### src/rtl/pipe3_pkg.sv
package pipe3_pkg;

  typedef enum logic [2:0] {
    K_NOP   = 3'd0,
    K_ALU   = 3'd1,
    K_LOAD  = 3'd2,
    K_STORE = 3'd3,
    K_JUMP  = 3'd4
  } kind_e;

  localparam logic [3:0] OPC_LOAD  = 4'h8;
  localparam logic [3:0] OPC_STORE = 4'h9;
  localparam logic [3:0] OPC_JZ    = 4'hC;

  function automatic kind_e classify(input logic [3:0] opc);
    kind_e k;
    if (!opc[3]) k = K_ALU;
    else begin
      case (opc)
        OPC_LOAD:  k = K_LOAD;
        OPC_STORE: k = K_STORE;
        OPC_JZ:    k = K_JUMP;
        default:   k = K_NOP;
      endcase
    end
    return k;
  endfunction

endpackage

### src/rtl/pipe3_decode.sv
module pipe3_decode
  import pipe3_pkg::*;
#(
  parameter int DW  = 16,
  parameter int RAW = 4
) (
  input  logic [DW-1:0]  instr,
  output kind_e          kind,
  output logic [RAW-1:0] rd_ix,
  output logic [RAW-1:0] ra_ix,
  output logic [RAW-1:0] rb_ix,
  output logic [2:0]     alu_code,
  output logic           writes_rf
);
  localparam int OPC_LO = DW - 4;

  logic [3:0] opc;

  assign opc       = instr[DW-1:OPC_LO];
  assign kind      = classify(opc);
  assign rd_ix     = instr[3*RAW-1:2*RAW];
  assign ra_ix     = instr[2*RAW-1:RAW];
  assign rb_ix     = instr[RAW-1:0];
  assign alu_code  = opc[2:0];
  assign writes_rf = (kind == K_ALU) || (kind == K_LOAD);

endmodule

### src/rtl/pipe3_fwd.sv
module pipe3_fwd #(
  parameter int DW  = 16,
  parameter int RAW = 4
) (
  input  logic [RAW-1:0] src_ix,
  input  logic [DW-1:0]  rf_val,
  input  logic           ret_wr,
  input  logic [RAW-1:0] ret_ix,
  input  logic [DW-1:0]  ret_val,
  output logic [DW-1:0]  opnd
);
  logic hit;

  assign hit  = ret_wr && (ret_ix == src_ix);
  assign opnd = hit ? ret_val : rf_val;

endmodule

### src/rtl/pipe3_seq.sv
module pipe3_seq
  import pipe3_pkg::*;
(
  input  logic  ex_live,
  input  kind_e ex_kind,
  input  logic  ex_b_zero,
  input  logic  acc_phase,
  input  logic  mem_ready,
  output logic  fetch_req,
  output logic  access_req,
  output logic  pc_inc,
  output logic  pc_jump,
  output logic  dec_en,
  output logic  dec_from_tmp,
  output logic  flush,
  output logic  tmp_en,
  output logic  phase_set,
  output logic  phase_clr,
  output logic  retire,
  output logic  ex_is_mem
);
  logic taken, first_cyc, second_cyc, plain_adv;

  always_comb begin
    ex_is_mem  = ex_live && ((ex_kind == K_LOAD) || (ex_kind == K_STORE));
    taken      = ex_live && (ex_kind == K_JUMP) && ex_b_zero;
    first_cyc  = ex_is_mem && !acc_phase;
    second_cyc = ex_is_mem && acc_phase;
    plain_adv  = !ex_is_mem && !taken && mem_ready;

    fetch_req    = !second_cyc && !taken;
    access_req   = second_cyc;
    pc_jump      = taken;
    pc_inc       = plain_adv || (first_cyc && mem_ready);
    tmp_en       = first_cyc && mem_ready;
    phase_set    = first_cyc && mem_ready;
    phase_clr    = second_cyc && mem_ready;
    retire       = plain_adv || (second_cyc && mem_ready);
    dec_en       = retire || taken;
    dec_from_tmp = second_cyc;
    flush        = taken;
  end

endmodule

### src/rtl/pipe3_hazard_ctrl.sv
module pipe3_hazard_ctrl
  import pipe3_pkg::*;
#(
  parameter int          DW       = 16,
  parameter int          AW       = 16,
  parameter int          RAW      = 4,
  parameter logic [15:0] RESET_PC = 16'h0000
) (
  input  logic           clk,
  input  logic           rst_n,
  output logic           mem_req,
  output logic           mem_we,
  output logic [AW-1:0]  mem_addr,
  output logic [DW-1:0]  mem_wdata,
  input  logic [DW-1:0]  mem_rdata,
  input  logic           mem_ready,
  output logic [RAW-1:0] rf_rd_addr_a,
  output logic [RAW-1:0] rf_rd_addr_b,
  input  logic [DW-1:0]  rf_rd_data_a,
  input  logic [DW-1:0]  rf_rd_data_b,
  output logic           rf_wr_en,
  output logic [RAW-1:0] rf_wr_addr,
  output logic [DW-1:0]  rf_wr_data,
  output logic [2:0]     alu_op,
  output logic [DW-1:0]  alu_a,
  output logic [DW-1:0]  alu_b,
  input  logic [DW-1:0]  alu_result,
  output logic           dec_load_en,
  output logic           ex_load_en
);
  localparam int NSRC        = 2;
  localparam int INSTR_BYTES = DW / 8;

  // architectural and pipeline state
  logic [AW-1:0]  pc_q;
  logic           dec_vld_q;
  logic [DW-1:0]  dec_ir_q;
  logic           tmp_vld_q;
  logic [DW-1:0]  tmp_ir_q;
  logic           ex_vld_q;
  kind_e          ex_kind_q;
  logic [RAW-1:0] ex_rd_q;
  logic [2:0]     ex_op_q;
  logic           ex_wr_q;
  logic [DW-1:0]  ex_a_q;
  logic [DW-1:0]  ex_b_q;
  logic           ph_q;

  // decode of the instruction in the decode register
  kind_e          d_kind;
  logic [RAW-1:0] d_rd, d_ra, d_rb;
  logic [2:0]     d_op;
  logic           d_wr;

  pipe3_decode #(.DW(DW), .RAW(RAW)) u_decode (
    .instr    (dec_ir_q),
    .kind     (d_kind),
    .rd_ix    (d_rd),
    .ra_ix    (d_ra),
    .rb_ix    (d_rb),
    .alu_code (d_op),
    .writes_rf(d_wr)
  );

  // sequencing
  logic fetch_req, access_req, pc_inc, pc_jump, dec_en, dec_from_tmp;
  logic flush, tmp_en, phase_set, phase_clr, retire, ex_is_mem, jmp_taken;

  pipe3_seq u_seq (
    .ex_live     (ex_vld_q),
    .ex_kind     (ex_kind_q),
    .ex_b_zero   (ex_b_q == '0),
    .acc_phase   (ph_q),
    .mem_ready   (mem_ready),
    .fetch_req   (fetch_req),
    .access_req  (access_req),
    .pc_inc      (pc_inc),
    .pc_jump     (pc_jump),
    .dec_en      (dec_en),
    .dec_from_tmp(dec_from_tmp),
    .flush       (flush),
    .tmp_en      (tmp_en),
    .phase_set   (phase_set),
    .phase_clr   (phase_clr),
    .retire      (retire),
    .ex_is_mem   (ex_is_mem)
  );

  assign jmp_taken = pc_jump;

  // result leaving execute and forwarding of it
  logic [DW-1:0]  ex_result;
  logic           ret_wr;
  logic [RAW-1:0] src_ix [NSRC];
  logic [DW-1:0]  src_rf [NSRC];
  logic [DW-1:0]  opnd   [NSRC];

  assign ex_result = (ex_kind_q == K_LOAD) ? mem_rdata : alu_result;
  assign ret_wr    = retire && ex_vld_q && ex_wr_q;
  assign src_ix[0] = d_ra;
  assign src_ix[1] = d_rb;
  assign src_rf[0] = rf_rd_data_a;
  assign src_rf[1] = rf_rd_data_b;

  for (genvar g = 0; g < NSRC; g++) begin : g_fwd
    pipe3_fwd #(.DW(DW), .RAW(RAW)) u_fwd (
      .src_ix (src_ix[g]),
      .rf_val (src_rf[g]),
      .ret_wr (ret_wr),
      .ret_ix (ex_rd_q),
      .ret_val(ex_result),
      .opnd   (opnd[g])
    );
  end

  // outputs
  assign mem_req      = fetch_req || access_req;
  assign mem_we       = access_req && (ex_kind_q == K_STORE);
  assign mem_addr     = access_req ? AW'(ex_a_q) : pc_q;
  assign mem_wdata    = ex_b_q;
  assign rf_rd_addr_a = d_ra;
  assign rf_rd_addr_b = d_rb;
  assign rf_wr_en     = ret_wr;
  assign rf_wr_addr   = ex_rd_q;
  assign rf_wr_data   = ex_result;
  assign alu_op       = ex_op_q;
  assign alu_a        = ex_a_q;
  assign alu_b        = ex_b_q;
  assign dec_load_en  = dec_en;
  assign ex_load_en   = dec_en;

  always_ff @(posedge clk or negedge rst_n) begin
    if (!rst_n) begin
      pc_q      <= AW'(RESET_PC);
      dec_vld_q <= 1'b0;
      dec_ir_q  <= '0;
      tmp_vld_q <= 1'b0;
      tmp_ir_q  <= '0;
      ex_vld_q  <= 1'b0;
      ex_kind_q <= K_NOP;
      ex_rd_q   <= '0;
      ex_op_q   <= '0;
      ex_wr_q   <= 1'b0;
      ex_a_q    <= '0;
      ex_b_q    <= '0;
      ph_q      <= 1'b0;
    end else begin
      if (pc_jump)     pc_q <= AW'(ex_a_q);
      else if (pc_inc) pc_q <= pc_q + AW'(INSTR_BYTES);

      if (tmp_en) begin
        tmp_ir_q  <= mem_rdata;
        tmp_vld_q <= 1'b1;
      end else if (dec_en && dec_from_tmp) begin
        tmp_vld_q <= 1'b0;
      end

      if (dec_en) begin
        if (flush) begin
          dec_vld_q <= 1'b0;
        end else if (dec_from_tmp) begin
          dec_vld_q <= tmp_vld_q;
          dec_ir_q  <= tmp_ir_q;
        end else begin
          dec_vld_q <= 1'b1;
          dec_ir_q  <= mem_rdata;
        end
        ex_vld_q  <= dec_vld_q && !flush;
        ex_kind_q <= d_kind;
        ex_rd_q   <= d_rd;
        ex_op_q   <= d_op;
        ex_wr_q   <= d_wr;
        ex_a_q    <= opnd[0];
        ex_b_q    <= opnd[1];
      end

      if (phase_set)      ph_q <= 1'b1;
      else if (phase_clr) ph_q <= 1'b0;
    end
  end

endmodule

### config.mk
export PLATFORM = sky130hd
export DESIGN_NAME = pipe3_hazard_ctrl
export DESIGN_NICKNAME = d
export VERILOG_FILES = /design/src/rtl/pipe3_pkg.sv /design/src/rtl/pipe3_decode.sv /design/src/rtl/pipe3_fwd.sv /design/src/rtl/pipe3_seq.sv /design/src/rtl/pipe3_hazard_ctrl.sv
export SDC_FILE = /design/constraint.sdc
export NUM_CORES = 1
export LEC_CHECK = 0
export BUFFER_PORTS_ARGS = -buffer_cell sky130_fd_sc_hd__buf_2
export CORE_ASPECT_RATIO = 0.9
export CORE_MARGIN = 2
export CORE_UTILIZATION = 53
export DETAILED_ROUTE_END_ITERATION = 8
export PLACE_DENSITY = 0.83
export SYNTH_ARGS = -nofsm -noshare
export SYNTH_HDL_FRONTEND = slang
export SYNTH_SLANG_ARGS = --single-unit
### constraint.sdc
create_clock -name clk -period 3.27 [get_ports clk]
set_input_delay 0.654 -clock clk [delete_from_list [all_inputs] [get_ports clk]]
set_output_delay 0.654 -clock clk [all_outputs]
set_load 0.02 [all_outputs]
Word level (Yosys, flattened, before mapping)
Index checks and enable logic that the tools add are counted.
- bits in registers: 95
- bits in latches: 0
- RAM bits: 0
- ROM bits: 0
- bits of input ports: 67
- output and inout port bits: 100
- logic and storage cells: 72
- memories: 0
- $add $sub $neg: 1
- multiply operators: 0
- divide/modulo/power cells: 0
- order comparisons: 0
- equality and inequality tests: 10
- shift operators: 0
- multiplexer cells: 15
- bitwise operators: 1
- reduce and logical (&&, ||, !) cells: 32
- operator list (kind ; count):
    $mux W16 ; 7
    $logic_and A1 B1 Y1 ; 17
    $add A16 B2 Y16 const B ; 1
    $logic_not A16 Y1 ; 1
    $eq A4 B4 Y1 const B ; 3
    $eq A3 B2 Y1 const B ; 3
    $pmux W3 S3 ; 1
    $eq A4 B4 Y1 ; 2
    $logic_or A1 B1 Y1 ; 6
    $mux W1 ; 6
    $reduce_bool A2 Y1 ; 3
    $logic_not A1 Y1 ; 4
    $eq A3 B1 Y1 const B ; 1
    $eq A3 B3 Y1 const B ; 1
    $mux W3 ; 1
    $reduce_and A2 Y1 ; 1
    $not A1 Y1 ; 1

Depth between registers and ports, before layout
Gate-level depths: netlist (run 1).
- word-level depth: 11
- mapped depth: 7
- gate-level depth less buffers: 6

Cells and area by module
Synthesis (run 1) repeated with hierarchy kept, for this count alone.
- cells, all modules: 455
- area total of the unflattened synthesis: 5331.4 um^2
- modules (own cells, without submodules) (module ; instances ; cells each ; area an instance (um^2) ; seq. area each (um^2)):
    pipe3_hazard_ctrl ; 1 ; 366 ; 4518.1 ; 2377.3
    pipe3_fwd ; 2 ; 26 ; 262.8 ; 0.0
    pipe3_decode ; 1 ; 21 ; 152.6 ; 0.0
    pipe3_seq ; 1 ; 16 ; 135.1 ; 0.0

Worst setup path before layout (run 1)
Ideal clock, no wire load.
- path kind: register to output
- from: register ex_b_q[1], in the netlist alu_b[1]
- to: output port rf_wr_en
- data arrival time: 1.632 ns
- data required time: 2.616 ns
- setup slack: 0.984 ns
- cell stages (with the launch flop): 6
- buffers on the path: 1
- path through: dfrtp_1 nor4_1 nand4_1 o21ai_1 buf_2 nor2_1
- cells in the longest elaborated chain, start to end: 8
- RTL lines (item ; RTL line ; source):
    start: declaration ; pipe3_hazard_ctrl.sv:46 ; logic [DW-1:0] ex_b_q;
    start signal: assignment ; pipe3_hazard_ctrl.sv:174 ; ex_b_q <= opnd[1];
    $logic_not A16 Y1 ; pipe3_hazard_ctrl.sv:72 ; .ex_b_zero (ex_b_q == '0),
    $logic_and A1 B1 Y1 ; pipe3_seq.sv:26 ; taken = ex_live && (ex_kind == K_JUMP) && ex_b_zero;
    $logic_not A1 Y1 ; pipe3_seq.sv:29 ; plain_adv = !ex_is_mem && !taken && mem_ready;
    $logic_and A1 B1 Y1 (2 in a row) ; pipe3_seq.sv:29 ;
    $logic_or A1 B1 Y1 ; pipe3_seq.sv:38 ; retire = plain_adv || (second_cyc && mem_ready);
    $logic_and A1 B1 Y1 (2 in a row) ; pipe3_hazard_ctrl.sv:99 ; assign ret_wr = retire && ex_vld_q && ex_wr_q;
    end: declaration ; pipe3_hazard_ctrl.sv:21 ; output logic rf_wr_en,
No other way between the ends.

Final worst setup path (run 1)
- from: register ex_kind_q[2]
- to: output port rf_wr_data[3]
- cells in the longest elaborated chain, start to end: 2
- RTL lines (item ; RTL line ; source):
    start: declaration ; pipe3_hazard_ctrl.sv:41 ; kind_e ex_kind_q;
    start signal: assignment ; pipe3_hazard_ctrl.sv:169 ; ex_kind_q <= d_kind;
    $eq A3 B2 Y1 ; pipe3_hazard_ctrl.sv:98 ; assign ex_result = (ex_kind_q == K_LOAD) ? mem_rdata : alu_result;
    $mux W16 ; pipe3_hazard_ctrl.sv:98 ;
    end: declaration ; pipe3_hazard_ctrl.sv:23 ; output logic [DW-1:0] rf_wr_data,
No other way between the ends.

==> impl_metrics.yaml, run 1 <==
placed_design:
  place_congestion: 0.8912
  io_buffers: 166
  pre_cts_slack_ns: 0.7140
  hpwlAfterDp_mm: 10.48
  dpl_cell_area_sq_um: 5811
timing:
  hold_ws_ns: 0.3514
  finalCriticalPeriod_ns: 2.946
  finalClockSkew_ns: 0.01150
  relSlewSlack_pct: 45.49
  timing.fmax_mhz: 339.5
  rsz0062_at_grt: "no"
  setup_viol: 0
  maxSlewViolCount: 0
  worstMarginPinSlew_ns: 0.8134
  hold_viol: 0
  fin_ws_ns: 0.3242
  fin_tns_setup_ns: 0
  timing.final.crit_share_pct: 90.09
clock_tree:
  path_clk_slew_ns: 0.09
  cts_buffer_depth: 2
  holdBufCountCts: 0
  numCtsBuffers: 9
  clk_latency_ns: 0.36
  root_buffer: "clkbuf_8"
  htree_levels: 3
  cts_sinks: 95
  cts_setup_buffers: 0
  cts_tree: "built"
  ctsResizeCount: 0
setup_path:
  worst_setup_path_start_kind: "flop"
  cp_max_fo: 11
  worstPathRequired_ns: 2.62
  cp-end-kind: "output pin"
  critPathKind: "flop to output pin"
  reg2reg_slack_ns: 0.65
  worst_r2r_endpoint: "alu_b[10]"
  r2r-start: "alu_b[0]"
  r2r_cells: 7
  crit_arrival_ns: 2.29
synthesis:
  syn_nets: 577
  syn_area_sq_um: 5046
  synth_warnings: 0
  seq_area_frac_synth_pct: 47.11
  async_flop_share_pct: 100.0
  synth_cells: 509
  syn_area_per_cell_sq_um: 9.914
  synth_cell_types: 45
  synth_top_flop_cell: "dfrtp_1"
  synth_edf_count: 0
  ys_ff_latch: 95
outcome:
  status: "finished, final reports clean"
finish:
  fin_nets: 715
  final_common_cell: "buf_2"
  drive_gt1_share_pct: 37.42
  num_antenna_cells: 0
  final_cell_area_sq_um: 5996
  mostFrequentLayoutCells: "buf_2 (165), dfrtp_1 (95), nand2_1 (88), mux2_2 (38), o21ai_0 (29)"
  synthToLayoutAreaGrowth_pct: 18.82
drt:
  postRouteAntennaNets: 0
  routed_wl_mm: 13.93
  met1_length_mm: 5.777
  top_layer: "met4"
  drt_iter0_drc: 231
  wl_met3_mm: 1.084
  avgRoutedWirePerCell_microns: 17.99
  viasPerCell: 5.661
  drc: 0
  via_count: 4382
  wl_met2_mm: 6.731
  dr.pass1.iters: 5
power:
  powerDensity_nw_per_um2: 723.1
  p_sw_w: 0.001780
  p_seq_share_pct: 44.3
  p_comb_share_pct: 39.1
  cellLeakagePower_nw: 2.828
  power.clock.fraction_pct: 16.6
  irDropWorstVdd_mv: 0.2737
  power.internal_w: 0.002555
  switching_share_pct: 41.07
worst_hold_path:
  hold_path_class: "input pin to asynchronous set/reset pin"
grt:
  grt_pass1_wl_mm: 22.28
  grt_max_degree: 56
  antenna_found_initial: 0
  globalRouteTotalUtil_pct: 28.05
  grt_overflow: 0
  grt_pass1_vias: 4414
die:
  die_height_microns: 96.57
  start_util_pct: 55.05
  fp.dieW_microns: 106.9
  core_sq_um: 9166
  die_area_sq_um: 10320
  num_rows: 33
  top_level_ports: 167
run:
  drv_cap: 0
==> per-layer routing <==
layer  GRT usage, %  vias to the layer above
met5              0                        -
met4          10.06                        0
met3          5.298                       28
met2          47.24                      202
met1          36.74                     2149
li1               -                     2003
==> stage by stage <==
step | total power (W) | utilization (%) | instances
2_1_floorplan | 0.003089 | - | 509
4_1_cts | 0.004353 | 65.41 | 774
3_3_place_gp | 0.003565 | 63.39 | 758
3_5_place_dp | 0.003632 | 63.39 | 758
5_1_grt | 0.004608 | 65.41 | 774
6_report | 0.004336 | 65.41 | 774
==> area by class of cell <==
| type | count | area (sq um) |
|---|---|---|
| Multi-Input combinational cell | 342 | 2275 |
| Timing Repair Buffer | 179 | 930.9 |
| Fill cell | 768 | 3171 |
| Sequential cell | 95 | 2377 |
| Inverter | 20 | 75.07 |
| Clock buffer | 12 | 155.1 |
| Tap cell | 122 | 152.6 |
| Clock inverter | 4 | 30.03 |
==> worst max path at each step <==
stage / from / end / cells after the start
finish: ex_kind_q[2] / rf_wr_data[3] / 4
global route: ex_kind_q[2] / rf_wr_data[15] / 6
CTS: ex_kind_q[2] / rf_wr_data[3] / 4
detailed placement: ex_kind_q[2] / rf_wr_data[3] / 4
global placement: alu_b[9] / alu_b[9] / 7
floorplan: alu_b[1] / rf_wr_en / 5
==> critical path: stages, from the launching register on <==
cell     delay [ns]
dfrtp_1        0.47
nor3b_2        0.53
buf_4          0.33
mux2_2         0.42
buf_2          0.18
==> registers in the layout, indices dropped and copies added, names as in the netlist <==
name / flops
dec_ir_q: 16
alu_b: 16
ph_q: 1
tmp_vld_q: 1
ex_kind_q: 3
alu_a: 16
ex_vld_q: 1
dec_vld_q: 1
tmp_ir_q: 16
pc_q: 16
alu_op: 3
ex_wr_q: 1
rf_wr_addr: 4
==> power by group through the flow <==
stage | Clock [W] | Sequential, W | Combinational (W)
after global routing | 0.000776 | 0.00198 | 0.00186
after CTS | 0.000735 | 0.00191 | 0.00171
after detailed placement | 0 | 0.00193 | 0.00170
after floorplan | 0 | 0.00197 | 0.00112
after global placement | 0 | 0.00190 | 0.00166
final | 0.000721 | 0.00192 | 0.00169
==> cell usage after synthesis, types with 2 or more instances <==
cell type  count  area (sq um)
mux2i_1       18         180.2
o22a_1        16         140.1
buf_2          9         45.04
a21oi_1       21         105.1
nand2_1       88         330.3
xor2_1        12         105.1
buf_6          2         22.52
nor3_2         2         20.02
nand4_1        7         43.79
dfrtp_1       95          2377
a21o_1         2         15.01
nand3_1        6         30.03
clkbuf_1      11         41.29
buf_4         28         210.2
mux2_2        38         427.9
a221o_1       16         160.2
o21ai_0       29         145.1
nor4_1         6         37.54
xnor2_1       11         96.34
nor3_1         5         25.02
and2_1        16         100.1
nor2_1        28         105.1
nor2_4         3         33.78
inv_1         19         71.32
==> kinds of logic after synthesis <==
logic type      Yosys count  synth area share, %
compound gates           91                12.25
xor+xnor                 23                3.992
fa+ha+maj                 1               0.2479
buf+inv                  72                7.984
flops                    95                47.11
mux                      57                12.27
simple gates            170                16.14
(Power assumes the default switching activity.)
==> inputs of run 2 (changes only) <==
--- a/config.mk
+++ b/config.mk
@@ -5,12 +5,13 @@
 export SDC_FILE = /design/constraint.sdc
 export NUM_CORES = 1
 export LEC_CHECK = 0
+export ABC_AREA = 1
 export BUFFER_PORTS_ARGS = -buffer_cell sky130_fd_sc_hd__buf_2
 export CORE_ASPECT_RATIO = 0.9
 export CORE_MARGIN = 2
 export CORE_UTILIZATION = 53
 export DETAILED_ROUTE_END_ITERATION = 8
-export PLACE_DENSITY = 0.83
+export PLACE_DENSITY = 0.82
 export SYNTH_ARGS = -nofsm -noshare
 export SYNTH_HDL_FRONTEND = slang
 export SYNTH_SLANG_ARGS = --single-unit
==> run 2 against run 1 <==
Worst setup slack got worse by 0.11 ns. Highest routed layer unchanged. Combinational power rose by 3%. Clock power rose by 50%. Final cell count rose by 30%. Critical endpoint is now rf_wr_data[7]. Utilization fell by 1.3 points. Power rose by 7.0%.
==> impl_metrics.yaml, run 2 <==
synthesis:
  synth_common_cells: "nand2_1 (244), inv_1 (102), dfrtp_1 (95)"
  synth_warnings: 0
  yosysMostFrequentCell: "nand2_1"
  synth_cell_types: 33
  synth_cells: 746
  syn_area_sq_um: 5509
  seq_area_frac_synth_pct: 43.15
  synth.area.top_cells: "dfrtp_1 (43%), nand2_1 (17%), inv_1 (6.9%)"
  syn_nets: 814
  synth.top_cell.area_share_pct: 43.15
  syn_area_per_cell_sq_um: 7.385
  synth_edf_count: 0
  yosysTopAreaCell: "dfrtp_1"
  async_flop_share_pct: 100.0
  synth_top_flop_cell: "dfrtp_1"
  ys_ff_latch: 95
setup_path:
  r2r-start: "ex_kind_q[2]"
  cp-end-kind: "output pin"
  crit_start: "ex_kind_q[2]"
  crit_arrival_ns: 2.40
  r2r_cells: 10
  worst_setup_path_start_kind: "flop"
  cp_max_fo: 32
  worstPathRequired_ns: 2.62
  reg2reg_slack_ns: 0.82
  critPathKind: "flop to output pin"
timing:
  rsz0062_at_grt: "no"
  setup_viol: 0
  finalClockSkew_ns: 0.007217
  finalCriticalPeriod_ns: 3.054
  timing.fmax_mhz: 327.4
  maxSlewViolCount: 0
  worstMarginPinSlew_ns: 0.9364
  hold_ws_ns: 0.2812
  timing.final.crit_share_pct: 93.41
  fin_tns_setup_ns: 0
  hold_viol: 0
  relSlewSlack_pct: 37.43
run:
  drv_cap: 0
clock_tree:
  clk_latency_ns: 0.34
  ctsResizeCount: 0
  path_clk_slew_ns: 0.07
  cts_buffer_depth: 2
  holdBufCountCts: 0
  root_buffer: "clkbuf_16"
  cts_setup_buffers: 0
  cts_sinks: 95
  cts_tree: "built"
  numCtsBuffers: 9
  htree_levels: 3
placed_design:
  place_congestion: 0.9161
  io_buffers: 166
  hpwlAfterDp_mm: 11.71
die:
  top_level_ports: 167
  fp.dieW_microns: 111.5
  die_height_microns: 100.7
  start_util_pct: 54.22
  core_sq_um: 10160
  die_area_sq_um: 11230
  num_rows: 35
power:
  irDropWorstVdd_mv: 0.3432
  cellLeakagePower_nw: 3.671
  finalPower_w: 0.004638
  powerDensity_nw_per_um2: 711.7
worst_hold_path:
  hold_path_class: "input pin to asynchronous set/reset pin"
grt:
  grt_pass1_wl_mm: 24.62
  grt_overflow: 0
  grt_max_degree: 68
  antenna_found_initial: 0
  grt_pass1_vias: 4776
  globalRouteTotalUtil_pct: 28.26
drt:
  dr.pass1.iters: 5
  drt_iter0_drc: 483
  avgRoutedWirePerCell_microns: 15.72
  viasPerCell: 5.383
  postRouteAntennaNets: 0
  routed_wl_mm: 15.81
  via_count: 5415
  drc: 0
finish:
  mostFrequentLayoutCells: "nand2_1 (244), buf_2 (165), inv_1 (102), dfrtp_1 (95), o21ai_0 (45)"
  synthToLayoutAreaGrowth_pct: 18.28
  fin_nets: 940
  final_common_cell: "nand2_1"
  drive_gt1_share_pct: 24.40
  num_antenna_cells: 0
  n_fill_cell: 933
  fin_util_pct: 64.14
outcome:
  status: "finished, final reports clean"
-- run 2: cell types whose count changed after synthesis, sizes merged, moves of 24 or more --
cell   delta
nand2   +159
nand4    +27
inv      +88
mux2     -29
nand3    +37
o21ai    +24
-- run 2: worst paths after layout --
kind	endpoint
min reg2reg	alu_op[0]
max reg2reg	alu_b[6]
min in group clk	alu_op[0]
min	dec_ir_q[6]
max	rf_wr_data[7]
max in group asynchronous	dec_ir_q[13]
-- run 2: cells by family (layout without fill, tap and decap cells) --
kind of cell / Yosys count / in the layout / synth area share, %
DFF: 95 / 95 / 43.15
muxes: 10 / 10 / 2.044
xor gates and xnor gates: 16 / 16 / 2.544
buffers and inverters: 167 / 298 / 14.10
and+or+nand+nor: 371 / 371 / 29.16
AOI/OAI and AO/OA: 86 / 86 / 8.767
adders and majority gates: 1 / 1 / 0.2271
-- run 2: report_power, final --
part	total, W	internal (W)	switching (W)
logic	0.00174	0.000582	0.00116
clock network	0.00108	0.000638	0.000444
registers	0.00182	0.00152	0.000294
total	0.00464	0.00274	0.00190
-- run 2: area by class of cell --
| type | count | area [sq um] | share of cell area, % |
|---|---|---|---|
| Clock inverter | 4 | 52.55 | 0.8065 |
| Tap cell | 129 | 161.4 | 2.477 |
| Sequential cell | 95 | 2377 | 36.48 |
| Clock buffer | 12 | 256.5 | 3.936 |
| Inverter | 108 | 407.9 | 6.260 |
| Multi-Input combinational cell | 484 | 2355 | 36.14 |
| Timing Repair Buffer | 174 | 905.9 | 13.90 |
-- run 2: metal layers --
| metal | part of all wire (%) | global-route usage (%) | wire (microns) |
|---|---|---|---|
| met5 | 0 | 0 | 0 |
| met4 | 3.1 | 11.49 | 494 |
| met3 | 9.1 | 7.456 | 1439 |
| met2 | 46 | 44.32 | 7300 |
| met1 | 42 | 37.79 | 6578 |
-- run 2: stage by stage --
step,area [sq um],setup WS (ns),instances
after floorplan,5509,1.051,746
after global placement,6207,0.7627,990
after detailed placement,6207,0.6845,990
after CTS,6516,0.2820,1006
after global routing,6516,0.05657,1006
final,6516,0.2156,1006
-- run 2: worst max-delay path: stages, from the launching register on --
cell	delay [ns]
dfrtp_1	0.40
nor2_2	0.14
nand2_1	0.55
o21ai_0	0.72
inv_1	0.07
buf_2	0.18
